File: config.mk
export PLATFORM = sky130hd
export DESIGN_NAME = rfsh_arb
export DESIGN_NICKNAME = d
export VERILOG_FILES = /design/src/rtl/rfsh_arb_pkg.sv /design/src/rtl/rfsh_arb_slot.sv /design/src/rtl/rfsh_arb_breq.sv /design/src/rtl/rfsh_arb_grant.sv /design/src/rtl/rfsh_arb.sv
export SDC_FILE = /design/constraint.sdc
export NUM_CORES = 1
export LEC_CHECK = 0
export BUFFER_PORTS_ARGS = -buffer_cell sky130_fd_sc_hd__buf_2
export CORE_AREA = 4 4 41 43
export CTS_CLUSTER_SIZE = 14
export DETAILED_ROUTE_END_ITERATION = 10
export DIE_AREA = 0 0 45 47
export GPL_TIMING_DRIVEN = 0
export HOLD_SLACK_MARGIN = 0.15
export SETUP_SLACK_MARGIN = 0.1
export SYNTH_ARGS = -nofsm -noshare
export SYNTH_HDL_FRONTEND = slang
export SYNTH_HIERARCHICAL = 1
export SYNTH_SLANG_ARGS = --single-unit
File: constraint.sdc
create_clock -name clk -period 1.6 [get_ports clk]
set_clock_uncertainty 0.05 [all_clocks]
set_input_delay 0.16 -clock clk [delete_from_list [all_inputs] [get_ports clk]]
set_output_delay 0.16 -clock clk [all_outputs]
set_load 0.02 [all_outputs]
File: src/rtl/rfsh_arb_pkg.sv
package rfsh_arb_pkg;

  // A refresh may be launched when one is pending and the bus is free.
  function automatic logic f_launch(input logic pend, input logic busy,
                                    input logic away, input logic sref);
    return pend & ~busy & ~away & ~sref;
  endfunction

  // Next state of the single pending slot.
  function automatic logic f_pend_next(input logic tick, input logic pend,
                                       input logic launch);
    return tick | (pend & ~launch);
  endfunction

  // A request is lost when a tick overwrites one that is not leaving.
  function automatic logic f_lost(input logic tick, input logic pend,
                                  input logic launch);
    return tick & pend & ~launch;
  endfunction

  // Release grant: new grant only on an idle bus with nothing pending,
  // kept while the request stays, always refused in self-refresh.
  function automatic logic f_grant_next(input logic req, input logic sref,
                                        input logic held, input logic busy,
                                        input logic pend);
    return req & ~sref & (held | (~busy & ~pend));
  endfunction

endpackage

File: src/rtl/rfsh_arb_slot.sv
module rfsh_arb_slot
  import rfsh_arb_pkg::*;
(
  input  logic clk,
  input  logic rst_n,
  input  logic tick_i,
  input  logic cyc_busy_i,
  input  logic bus_away_i,
  input  logic self_ref_i,
  output logic pend_o,
  output logic start_o,
  output logic lost_o
);

  logic pend_q;
  logic launch_w;

  assign launch_w = f_launch(pend_q, cyc_busy_i, bus_away_i, self_ref_i);

  always_ff @(posedge clk) begin
    if (!rst_n) begin
      pend_q  <= 1'b0;
      start_o <= 1'b0;
      lost_o  <= 1'b0;
    end else begin
      pend_q  <= f_pend_next(tick_i, pend_q, launch_w);
      start_o <= launch_w;
      lost_o  <= f_lost(tick_i, pend_q, launch_w);
    end
  end

  assign pend_o = pend_q;

endmodule

File: src/rtl/rfsh_arb_breq.sv
module rfsh_arb_breq (
  input  logic clk,
  input  logic rst_n,
  input  logic pend_i,
  input  logic bus_away_i,
  output logic bus_req_n_o
);

  always_ff @(posedge clk) begin
    if (!rst_n) bus_req_n_o <= 1'b1;
    else        bus_req_n_o <= ~(pend_i & bus_away_i);
  end

endmodule

File: src/rtl/rfsh_arb_grant.sv
module rfsh_arb_grant
  import rfsh_arb_pkg::*;
(
  input  logic clk,
  input  logic rst_n,
  input  logic ext_req_i,
  input  logic self_ref_i,
  input  logic cyc_busy_i,
  input  logic pend_i,
  output logic grant_o
);

  always_ff @(posedge clk) begin
    if (!rst_n) grant_o <= 1'b0;
    else        grant_o <= f_grant_next(ext_req_i, self_ref_i, grant_o,
                                        cyc_busy_i, pend_i);
  end

endmodule

File: src/rtl/rfsh_arb.sv
module rfsh_arb (
  input  logic clk,
  input  logic rst_n,
  input  logic tick_i,
  input  logic cyc_busy_i,
  input  logic bus_away_i,
  input  logic ext_req_i,
  input  logic self_ref_i,
  output logic rfsh_start_o,
  output logic bus_req_n_o,
  output logic rel_grant_o,
  output logic lost_o
);

  // Named internal event, brought out for the checker.
  logic rfa_pend;

  rfsh_arb_slot u_slot (
    .clk        (clk),
    .rst_n      (rst_n),
    .tick_i     (tick_i),
    .cyc_busy_i (cyc_busy_i),
    .bus_away_i (bus_away_i),
    .self_ref_i (self_ref_i),
    .pend_o     (rfa_pend),
    .start_o    (rfsh_start_o),
    .lost_o     (lost_o)
  );

  rfsh_arb_breq u_breq (
    .clk         (clk),
    .rst_n       (rst_n),
    .pend_i      (rfa_pend),
    .bus_away_i  (bus_away_i),
    .bus_req_n_o (bus_req_n_o)
  );

  rfsh_arb_grant u_grant (
    .clk        (clk),
    .rst_n      (rst_n),
    .ext_req_i  (ext_req_i),
    .self_ref_i (self_ref_i),
    .cyc_busy_i (cyc_busy_i),
    .pend_i     (rfa_pend),
    .grant_o    (rel_grant_o)
  );

endmodule

-- Word-level counts from Yosys, hierarchy flattened
Index checks and enable logic that the tools add are counted.
- bits in registers: 5
- bits of input ports: 7
- logic and storage cells: 23
- bitwise logic cells: 18
- operators by type and width (operator ; number):
    bitwise AND 1 bit ; 10
    NOT 1 bit ; 6
    bitwise OR 1 bit ; 2

-- Logic depth before layout (Yosys ltp)
Gate-level depths: netlist of run 1.
- depth in word-level cells: 7
- gate-level depth with buffers: 2

-- Cells and area by module
The synthesis of run 1 kept the hierarchy.
- modules (own cells, without submodules) (module ; instances ; cells each ; area an instance (µm²) ; seq. area each (µm²)):
    rfsh_arb_slot ; 1 ; 10 ; 100.1 ; 60.1
    rfsh_arb_grant ; 1 ; 3 ; 37.5 ; 20.0
    rfsh_arb_breq ; 1 ; 2 ; 25.0 ; 20.0

-- Worst setup path before layout of run 1
Ideal clock, no wire load.
- path kind: reg2reg
- start point: reg u_grant.grant_o
- end point: reg u_grant.grant_o
- arrival time: 679 ps
- setup slack: 754 ps
- stages on the path, launching flop included: 3
- buffers on the path: 0
- clock period less this slack: 846 ps
- path through: dfxtp_1 o21bai_1 and4b_1
- longest elaborated chain between the ends: 2
- RTL lines (element ; line ; text):
    start: declaration ; rfsh_arb_grant.sv:10 ; output logic grant_o
    start signal: assignment ; rfsh_arb_grant.sv:15 ; else grant_o <= f_grant_next(ext_req_i, self_ref_i, grant_o,
    bitwise OR 1 bit ; rfsh_arb_pkg.sv:26 ; return req & ~sref & (held | (~busy & ~pend));
    bitwise AND 1 bit ; rfsh_arb_pkg.sv:26 ;
No other way between the ends.
A chain may end at the register's enable or synchronous reset.

-- Final worst setup path of run 1
- start point: in bus_away_i
- end point: reg u_breq.bus_req_n_o
- longest elaborated chain between the ends: 2
- RTL lines (element ; line ; text):
    start: declaration ; rfsh_arb.sv:6 ; input logic bus_away_i,
    bitwise AND 1 bit ; rfsh_arb_breq.sv:11 ; else bus_req_n_o <= ~(pend_i & bus_away_i);
    NOT 1 bit ; rfsh_arb_breq.sv:11 ;
    end signal: assignment ; rfsh_arb_breq.sv:11 ;
    end: declaration ; rfsh_arb_breq.sv:6 ; output logic bus_req_n_o
No other way between the ends.

==> results of run 1 <==
-- power breakdown --
part	internal, mW	switching (mW)
Combinational	0.0200	0.0147
Sequential	0.130	0.00270
Clock	0.0945	0.0543
-- cell families after synthesis --
logic type      share of synthesized area (%)
flops                                   61.54
simple gates                            30.78
compound gates                          7.691
-- worst register-to-register path, delay by kind of cell (launching register included) --
| family | cells | cell delay (ns) |
|---|---|---|
| and+or+nand+nor | 1 | 0.08 |
| DFF | 1 | 0.37 |
| buffers and inverters | 1 | 0.54 |
-- registers in the layout, indices dropped and copies added, names as in the netlist --
name / flops
u_breq/bus_req_n_o: 1
u_grant/grant_o: 1
u_slot/lost_o: 1
u_slot/pend_o: 1
u_slot/start_o: 1
-- metrics by stage --
step           total power, mW  setup WS (ns)  instance area, um^2
3_3_place_gp            0.1587         0.8084                231.5
4_1_cts                 0.3231         0.2664                317.8
5_1_grt                 0.3384         0.1944                317.8
6_report                0.3157         0.2574                317.8
3_5_place_dp            0.1587         0.8093                231.5
2_1_floorplan           0.1437         0.7537                162.7
-- per-layer routing --
layer  up-vias  GRT usage (%)  wire (um)
met5         -              0          0
met4         0          5.263          0
met3         0          3.831         67
met2        10          7.627        188
met1        77          6.136        192
li1         95              -          -
-- cell type report --
type | count | area, um^2
fill | 152 | 983.4
timing repair buffer | 16 | 110.1
tap | 15 | 18.77
multi-input combinational | 10 | 62.56
clock buffer | 4 | 26.28
sequential | 5 | 100.1
-- worst min-delay path by stage --
stage / startpoint / end / slack, ns / cells after the start
after floorplan: bus_away_i / u_breq/bus_req_n_o / 0.18 / 1
after global placement: bus_away_i / u_breq/bus_req_n_o / 0.32 / 2
after detailed placement: bus_away_i / u_breq/bus_req_n_o / 0.32 / 2
after CTS: ext_req_i / u_grant/grant_o / 0.16 / 2
after global routing: ext_req_i / u_grant/grant_o / 0.16 / 2
final: ext_req_i / u_grant/grant_o / 0.16 / 2
-- cell usage in the layout (no fill, tap or decap), drive strengths merged --
master and count:
and4b 1, clkbuf 4, nand3 2, buf 10, and3 1, nor3 1
dlygate4sd3 6, o21bai 1, o21ai 1, dfxtp 5, nor4 1, nor2 2
==> qor.yml, run 1 <==
critical_path:
  crit_cells: 4
  path_class: "input pin to flip-flop"
  cp_top_family: "buffers and inverters"
  critical_path.endpoint: "u_breq/bus_req_n_o"
  crit_chain: "dlygate4sd3_1 > buf_2 > nand3_1 > dlygate4sd3_1"
  slowest_delay_ns: 0.54
  r2r_start: "u_slot/pend_o"
  end_kind: "flip-flop"
  critPathLaunch: "bus_away_i"
  cp_max_fo: 3
  r2r_cells: 2
  critPathLaunchType: "input pin"
  required_ns: 1.68
  critical_path_buf_inv_count: 3
  r2r_slack_ns: 0.44
  crit_arrival_ns: 1.42
  rr_endpoint: "u_breq/bus_req_n_o"
  slowest_stage: "dlygate4sd3_1"
  cp_common_cell: "dlygate4sd3_1"
clock_network:
  clock_path_buffers: 2
  cts.clk_slew.worst_paths_ns: 0.05
  cts_tree: "yes"
  ctsHoldBuffers: 6
  post_cts_buffers: 0
  clk-insertion-delay-late_ns: 0.24
  cts_made_buffers: 3
  htreeDepth: 1
  cts_resized: 0
  root_buffer: "clkbuf_4"
  cts.sinks: 5
global_route:
  grt_max_degree: 6
  grt_pass1_vias: 203
  grt_pass1_wl_um: 793
  grt-ovfl-total: 0
  grt_usage_pct: 5.766
  antenna_found_initial: 0
yosys:
  synthArstFlopShare_pct: 0
  netlist_top_cells_count: "dfxtp_1, nand3_1, nor2_1"
  yosysTopAreaCell: "dfxtp_1"
  synth_flop_cell: "dfxtp_1"
  syn_area_um2: 162.7
  seq_area_frac_synth_pct: 61.54
  synth_warnings: 6
  synth_edf_count: 0
  ys_ff_latch: 5
  syn_inst: 15
  post_synth.cell_area_avg_um2: 10.84
  syn_nets: 22
  ys_top_cells_by_area: "dfxtp_1, and4b_1, nand3_1, nor3_2, nor2_1"
  synth_top_area_share_pct: 61.54
  ys_types: 9
  post-synth-top-count-cell: "dfxtp_1"
min_path:
  worstHoldPathType: "input pin to flip-flop"
floorplanning:
  die_w_um: 45
  pin_count: 11
  initial_utilization_pct: 12.50
  coreArea_um2: 1301
  die_area_um2: 2115
  placementRows: 13
  die_h_um: 47
timing:
  period_share_pct: 83.91
  tns_ns: 0
  hold_violations: 0
  tightest_slew_ns: 0.2309
  holdWs_ns: 0.1642
  finalMaxSlewViolations: 0
  relSlewSlack_pct: 84.47
  period_minus_slack_ns: 1.343
  fmaxAchievable_mhz: 744.8
  grt_setup_unrepaired: "no"
  setup_viol: 0
pwr:
  irDropWorstVdd_mv: 0.2933
  p_leak_nw: 0.1465
  p_per_area_nw_per_um2: 993.3
final_layout:
  fin_nets: 43
  drive_above_1_share_pct: 40.00
  syn_to_final_growth_pct: 95.38
  final_core_util_pct: 24.42
  fin_cells: 50
  antennaDiodeCount: 0
flow_run:
  maxCapViolCount: 0
routing:
  avgRoutedWirePerCell_um: 8.960
  drc: 0
  vias_per_cell: 3.640
  first_iter_violations: 1
  final_antenna_net_count: 0
  wirelength_um: 448
  num_vias: 182
  dr.pass1.iters: 2
place:
  dp.cells: 40
  io_buffers: 10
  dp_hpwl_um: 297.3
  gp_congestion: 0.6803
outcome:
  status: "complete, no violations"
(Power assumes the default switching activity.)
==> inputs of run 2 (changes only) <==
Clock period 1.6 ns to 1.1 ns, I/O delays scaled along.
==> qor.yml, run 2 (same netlist as run 1, synthesis figures left out) <==
timing:
  hold_violations: 0
  grt_setup_unrepaired: "no"
  fmaxAchievable_mhz: 1085
  tns_ns: 0
  relSlewSlack_pct: 88.29
  tightest_slew_ns: 0.1743
  holdWs_ns: 0.1161
  period_share_pct: 83.82
  setup_viol: 0
  fin_ws_ns: 0.1780
  period_minus_slack_ns: 0.9220
  finalMaxSlewViolations: 0
final_layout:
  fin_nets: 41
  final_cell_mix: "buf_2, dfxtp_1, clkbuf_4, dlygate4sd3_1"
  fillCellCount: 151
  drive_above_1_share_pct: 45.45
  antennaDiodeCount: 0
  syn_to_final_growth_pct: 97.69
  final_common_cell: "buf_2"
global_route:
  grt-ovfl-total: 0
  grt_pass1_wl_um: 759
  grt_pass1_vias: 187
  antenna_found_initial: 0
  grt_max_degree: 6
  grt_usage_pct: 5.529
critical_path:
  r2r_slack_ns: 0.30
  critPathLaunchType: "input pin"
  rr_endpoint: "u_grant/grant_o"
  required_ns: 1.18
  r2r_cells: 2
  crit_arrival_ns: 1.00
  end_kind: "flip-flop"
  cp_max_fo: 3
  path_class: "input pin to flip-flop"
  r2r_start: "u_slot/pend_o"
floorplanning:
  die_area_um2: 2115
  placementRows: 13
  die_h_um: 47
  initial_utilization_pct: 12.50
  pin_count: 11
  coreArea_um2: 1301
  die_w_um: 45
clock_network:
  cts.sinks: 5
  cts_made_buffers: 3
  clock_path_buffers: 2
  root_buffer: "clkbuf_4"
  htreeDepth: 1
  clk-insertion-delay-late_ns: 0.24
  post_cts_buffers: 0
  ctsHoldBuffers: 4
  cts.clk_slew.worst_paths_ns: 0.04
  cts_tree: "yes"
routing:
  num_vias: 182
  wirelength_um: 441
  dr_wl_met2_um: 174
  met3_length_um: 74
  drt-met1-wl_um: 191
  top_layer: "met3"
  vias_per_cell: 3.792
  first_iter_violations: 0
  dr.pass1.iters: 1
  final_antenna_net_count: 0
  drc: 0
  avgRoutedWirePerCell_um: 9.188
place:
  dp_hpwl_um: 297.3
  pre_cts_slack_ns: 0.3176
  io_buffers: 10
  gp_congestion: 0.6803
min_path:
  hp-start: "self_ref_i"
  hold_path_end: "u_slot/pend_o"
  whs_path_depth: 3
  worstHoldPathType: "input pin to flip-flop"
pwr:
  irDropWorstVdd_mv: 0.4194
  p_leak_nw: 0.1535
  finalPower_mw: 0.4662
  p_per_area_nw_per_um2: 1450
outcome:
  status: "complete, no violations"
flow_run:
  maxCapViolCount: 0
-- run 2: layout make-up --
| type | count | area, um^2 | area share [%] |
|---|---|---|---|
| timing repair buffer | 14 | 98.84 | 30.74 |
| clock buffer | 4 | 26.28 | 8.171 |
| tap | 15 | 18.77 | 5.837 |
| sequential | 5 | 100.1 | 31.13 |
| multi-input combinational | 10 | 77.57 | 24.12 |
-- run 2: repair_timing --
| item | in CTS | in global routing |
|---|---|---|
| gates resized for setup | 0 | 5 |
| hold endpoints to repair | 5 | 2 |
| setup endpoints to repair | 0 | 1 |
-- run 2: per-stage QoR --
stage / utilization [%] / std cells / area (um^2)
2_1_floorplan: - / 15 / 162.7
3_3_place_gp: 17.79 / 40 / 231.5
3_5_place_dp: 17.79 / 40 / 231.5
4_1_cts: 22.88 / 48 / 297.8
5_1_grt: 24.71 / 48 / 321.6
6_report: 24.71 / 48 / 321.6
-- run 2: report_power, final --
group,switching [mW],internal [mW]
sequential,0.00407,0.188
combinational,0.0254,0.0294
clock,0.0813,0.138
-- run 2: how the worst max path moves through the flow --
| stage | depth (start not counted) | to | start |
|---|---|---|---|
| after floorplan | 2 | u_grant/grant_o | u_grant/grant_o |
| after global placement | 2 | u_grant/grant_o | u_slot/pend_o |
| after detailed placement | 2 | u_grant/grant_o | u_slot/pend_o |
| after CTS | 4 | u_slot/pend_o | tick_i |
| after global routing | 4 | u_slot/pend_o | tick_i |
| final | 4 | u_slot/pend_o | tick_i |
-- run 2: per-layer routing --
layer  vias to the layer above  global-route usage, %
met5                         -                      0
met4                         0                  5.263
met3                         0                  3.831
met2                        10                  6.497
met1                        80                  6.364
li1                         92                      -
-- run 2: critical path, cell delays in order --
cell and delay, ns:
dlygate4sd3_1 0.53, buf_2 0.15, o21ai_0 0.16, nor2_1 0.05
==> inputs of run 3 (changes only) <==
Clock period 1.1 ns to 0.8 ns, I/O delays scaled along.
==> qor.yml, run 3 (same netlist as run 1, synthesis figures left out) <==
critical_path:
  cp_top_family: "flip-flops"
  crit_chain: "buf_6"
  slowest_stage: "dfxtp_4"
  r2r_cells: 2
  path_class: "flip-flop to primary output"
  cp_max_fo: 2
  critical_path_buf_inv_count: 1
  r2r_slack_ns: 0
  critPathLaunchType: "flip-flop"
  r2r_start: "u_grant/grant_o"
  rr_endpoint: "u_grant/grant_o"
  crit_arrival_ns: 0.70
  required_ns: 0.67
  slowest_delay_ns: 0.34
  end_kind: "primary output"
floorplanning:
  die_area_um2: 2115
  die_w_um: 45
  initial_utilization_pct: 12.50
  die_h_um: 47
  coreArea_um2: 1301
  placementRows: 13
  pin_count: 11
pwr:
  intPower_mw: 0.4756
  power_frac_comb_pct: 9.1
  pwr-share-seq_pct: 43.7
  p_clk_share_pct: 47.2
  irDropWorstVdd_mv: 0.7135
  finalPower_mw: 0.6079
  p_sw_mw: 0.1324
  p_per_area_nw_per_um2: 2085
  sw_frac_of_total_pct: 21.77
  p_leak_nw: 0.1308
min_path:
  whs_path_depth: 2
  hp-start: "bus_away_i"
  worstHoldPathType: "input pin to flip-flop"
  hold_path_end: "u_breq/bus_req_n_o"
routing:
  first_iter_violations: 4
  drc: 0
  avgRoutedWirePerCell_um: 8.750
  wirelength_um: 385
  vias_per_cell: 3.705
  final_antenna_net_count: 0
  dr.pass1.iters: 2
  num_vias: 163
outcome:
  status: "complete, but fails checks"
  violations: "hold timing, setup timing"
final_layout:
  drive_above_1_share_pct: 65.52
  fin_cells: 44
  syn_to_final_growth_pct: 79.23
  final_core_util_pct: 22.40
  fin_nets: 37
  final_cell_mix: "buf_2, buf_6, dfxtp_2, clkbuf_4"
  antennaDiodeCount: 0
  final_common_cell: "buf_2"
timing:
  relSlewSlack_pct: 84.31
  period_minus_slack_ns: 0.8281
  holdWs_ns: -0.0004371
  fmaxAchievable_mhz: 1208
  hold_violations: 1
  grt_setup_unrepaired: "yes"
  setup_viol: 1
  finalMaxSlewViolations: 0
  tightest_slew_ns: 0.2331
  period_share_pct: 103.5
  fin_ws_ns: -0.02813
global_route:
  grt_pass1_vias: 153
  antenna_found_initial: 0
  grt_pass1_wl_um: 662
  grt_max_degree: 6
  grt_usage_pct: 5.222
  grt-ovfl-total: 0
clock_network:
  root_buffer: "clkbuf_4"
  cts_tree: "yes"
  clock_path_buffers: 2
  htreeDepth: 1
  cts.sinks: 5
  post_cts_buffers: 0
  cts.clk_slew.worst_paths_ns: 0.04
  cts_made_buffers: 3
  clk-insertion-delay-late_ns: 0.24
place:
  gp_congestion: 0.6142
  dp.cells: 40
  io_buffers: 10
flow_run:
  maxCapViolCount: 0
-- run 3: cell types whose count changed in the layout (fill, tap and decap cells not counted), sizes merged --
cell and delta:
dlygate4sd3 -3, dlymetal6s4s -1
-- run 3: repair_timing --
| action | in CTS | in global routing |
|---|---|---|
| pin swaps | 0 | 1 |
| endpoints found under the setup margin | 6 | 8 |
| resized for setup | 12 | 1 |
| hold endpoints to repair | 5 | 5 |
-- run 3: how the worst max path moves through the flow --
stage                    start              end  depth (start not counted)
2_1_floorplan  u_grant/grant_o  u_grant/grant_o                          2
3_3_place_gp   u_grant/grant_o  u_grant/grant_o                          2
3_5_place_dp   u_grant/grant_o  u_grant/grant_o                          2
4_1_cts        u_grant/grant_o      rel_grant_o                          1
5_1_grt        u_grant/grant_o      rel_grant_o                          1
6_report       u_grant/grant_o      rel_grant_o                          1
-- run 3: layout make-up --
class | count | area [um^2]
fill | 153 | 1010
sequential | 5 | 108.9
timing repair buffer | 10 | 75.07
multi-input combinational | 10 | 62.56
clock buffer | 4 | 26.28
tap | 15 | 18.77
-- run 3: metrics by stage --
stage / hold WS (ns) / worst slack (ns) / TNS [ns] / instance area (um^2)
floorplan: 0.1018 / -0.006151 / -0.006151 / 166.4
global placement: 0.2463 / 0.01826 / 0 / 235.2
detailed placement: 0.2417 / 0.008639 / 0 / 235.2
CTS: -0.01141 / -0.04275 / -0.06353 / 290.3
global route: 0.0001310 / -0.05603 / -0.1379 / 291.5
finish: -0.0004371 / -0.02813 / -0.02813 / 291.5
-- run 3: layer usage --
metal | GRT usage (%) | wire length [um] | vias to the layer above
met3 | 6.897 | 67 | 0
met4 | 3.509 | 0 | 0
met5 | 0 | 0 | -
met1 | 5.479 | 185 | 69
met2 | 5.085 | 132 | 12
li1 | - | - | 82
-- run 3: power groups by stage --
stage	clock network [mW]	registers, mW	logic, mW
global placement	0	0.267	0.0478
detailed placement	0	0.267	0.0485
finish	0.287	0.266	0.0552
CTS	0.307	0.265	0.0551
floorplan	0	0.273	0.0118
global route	0.321	0.267	0.0618
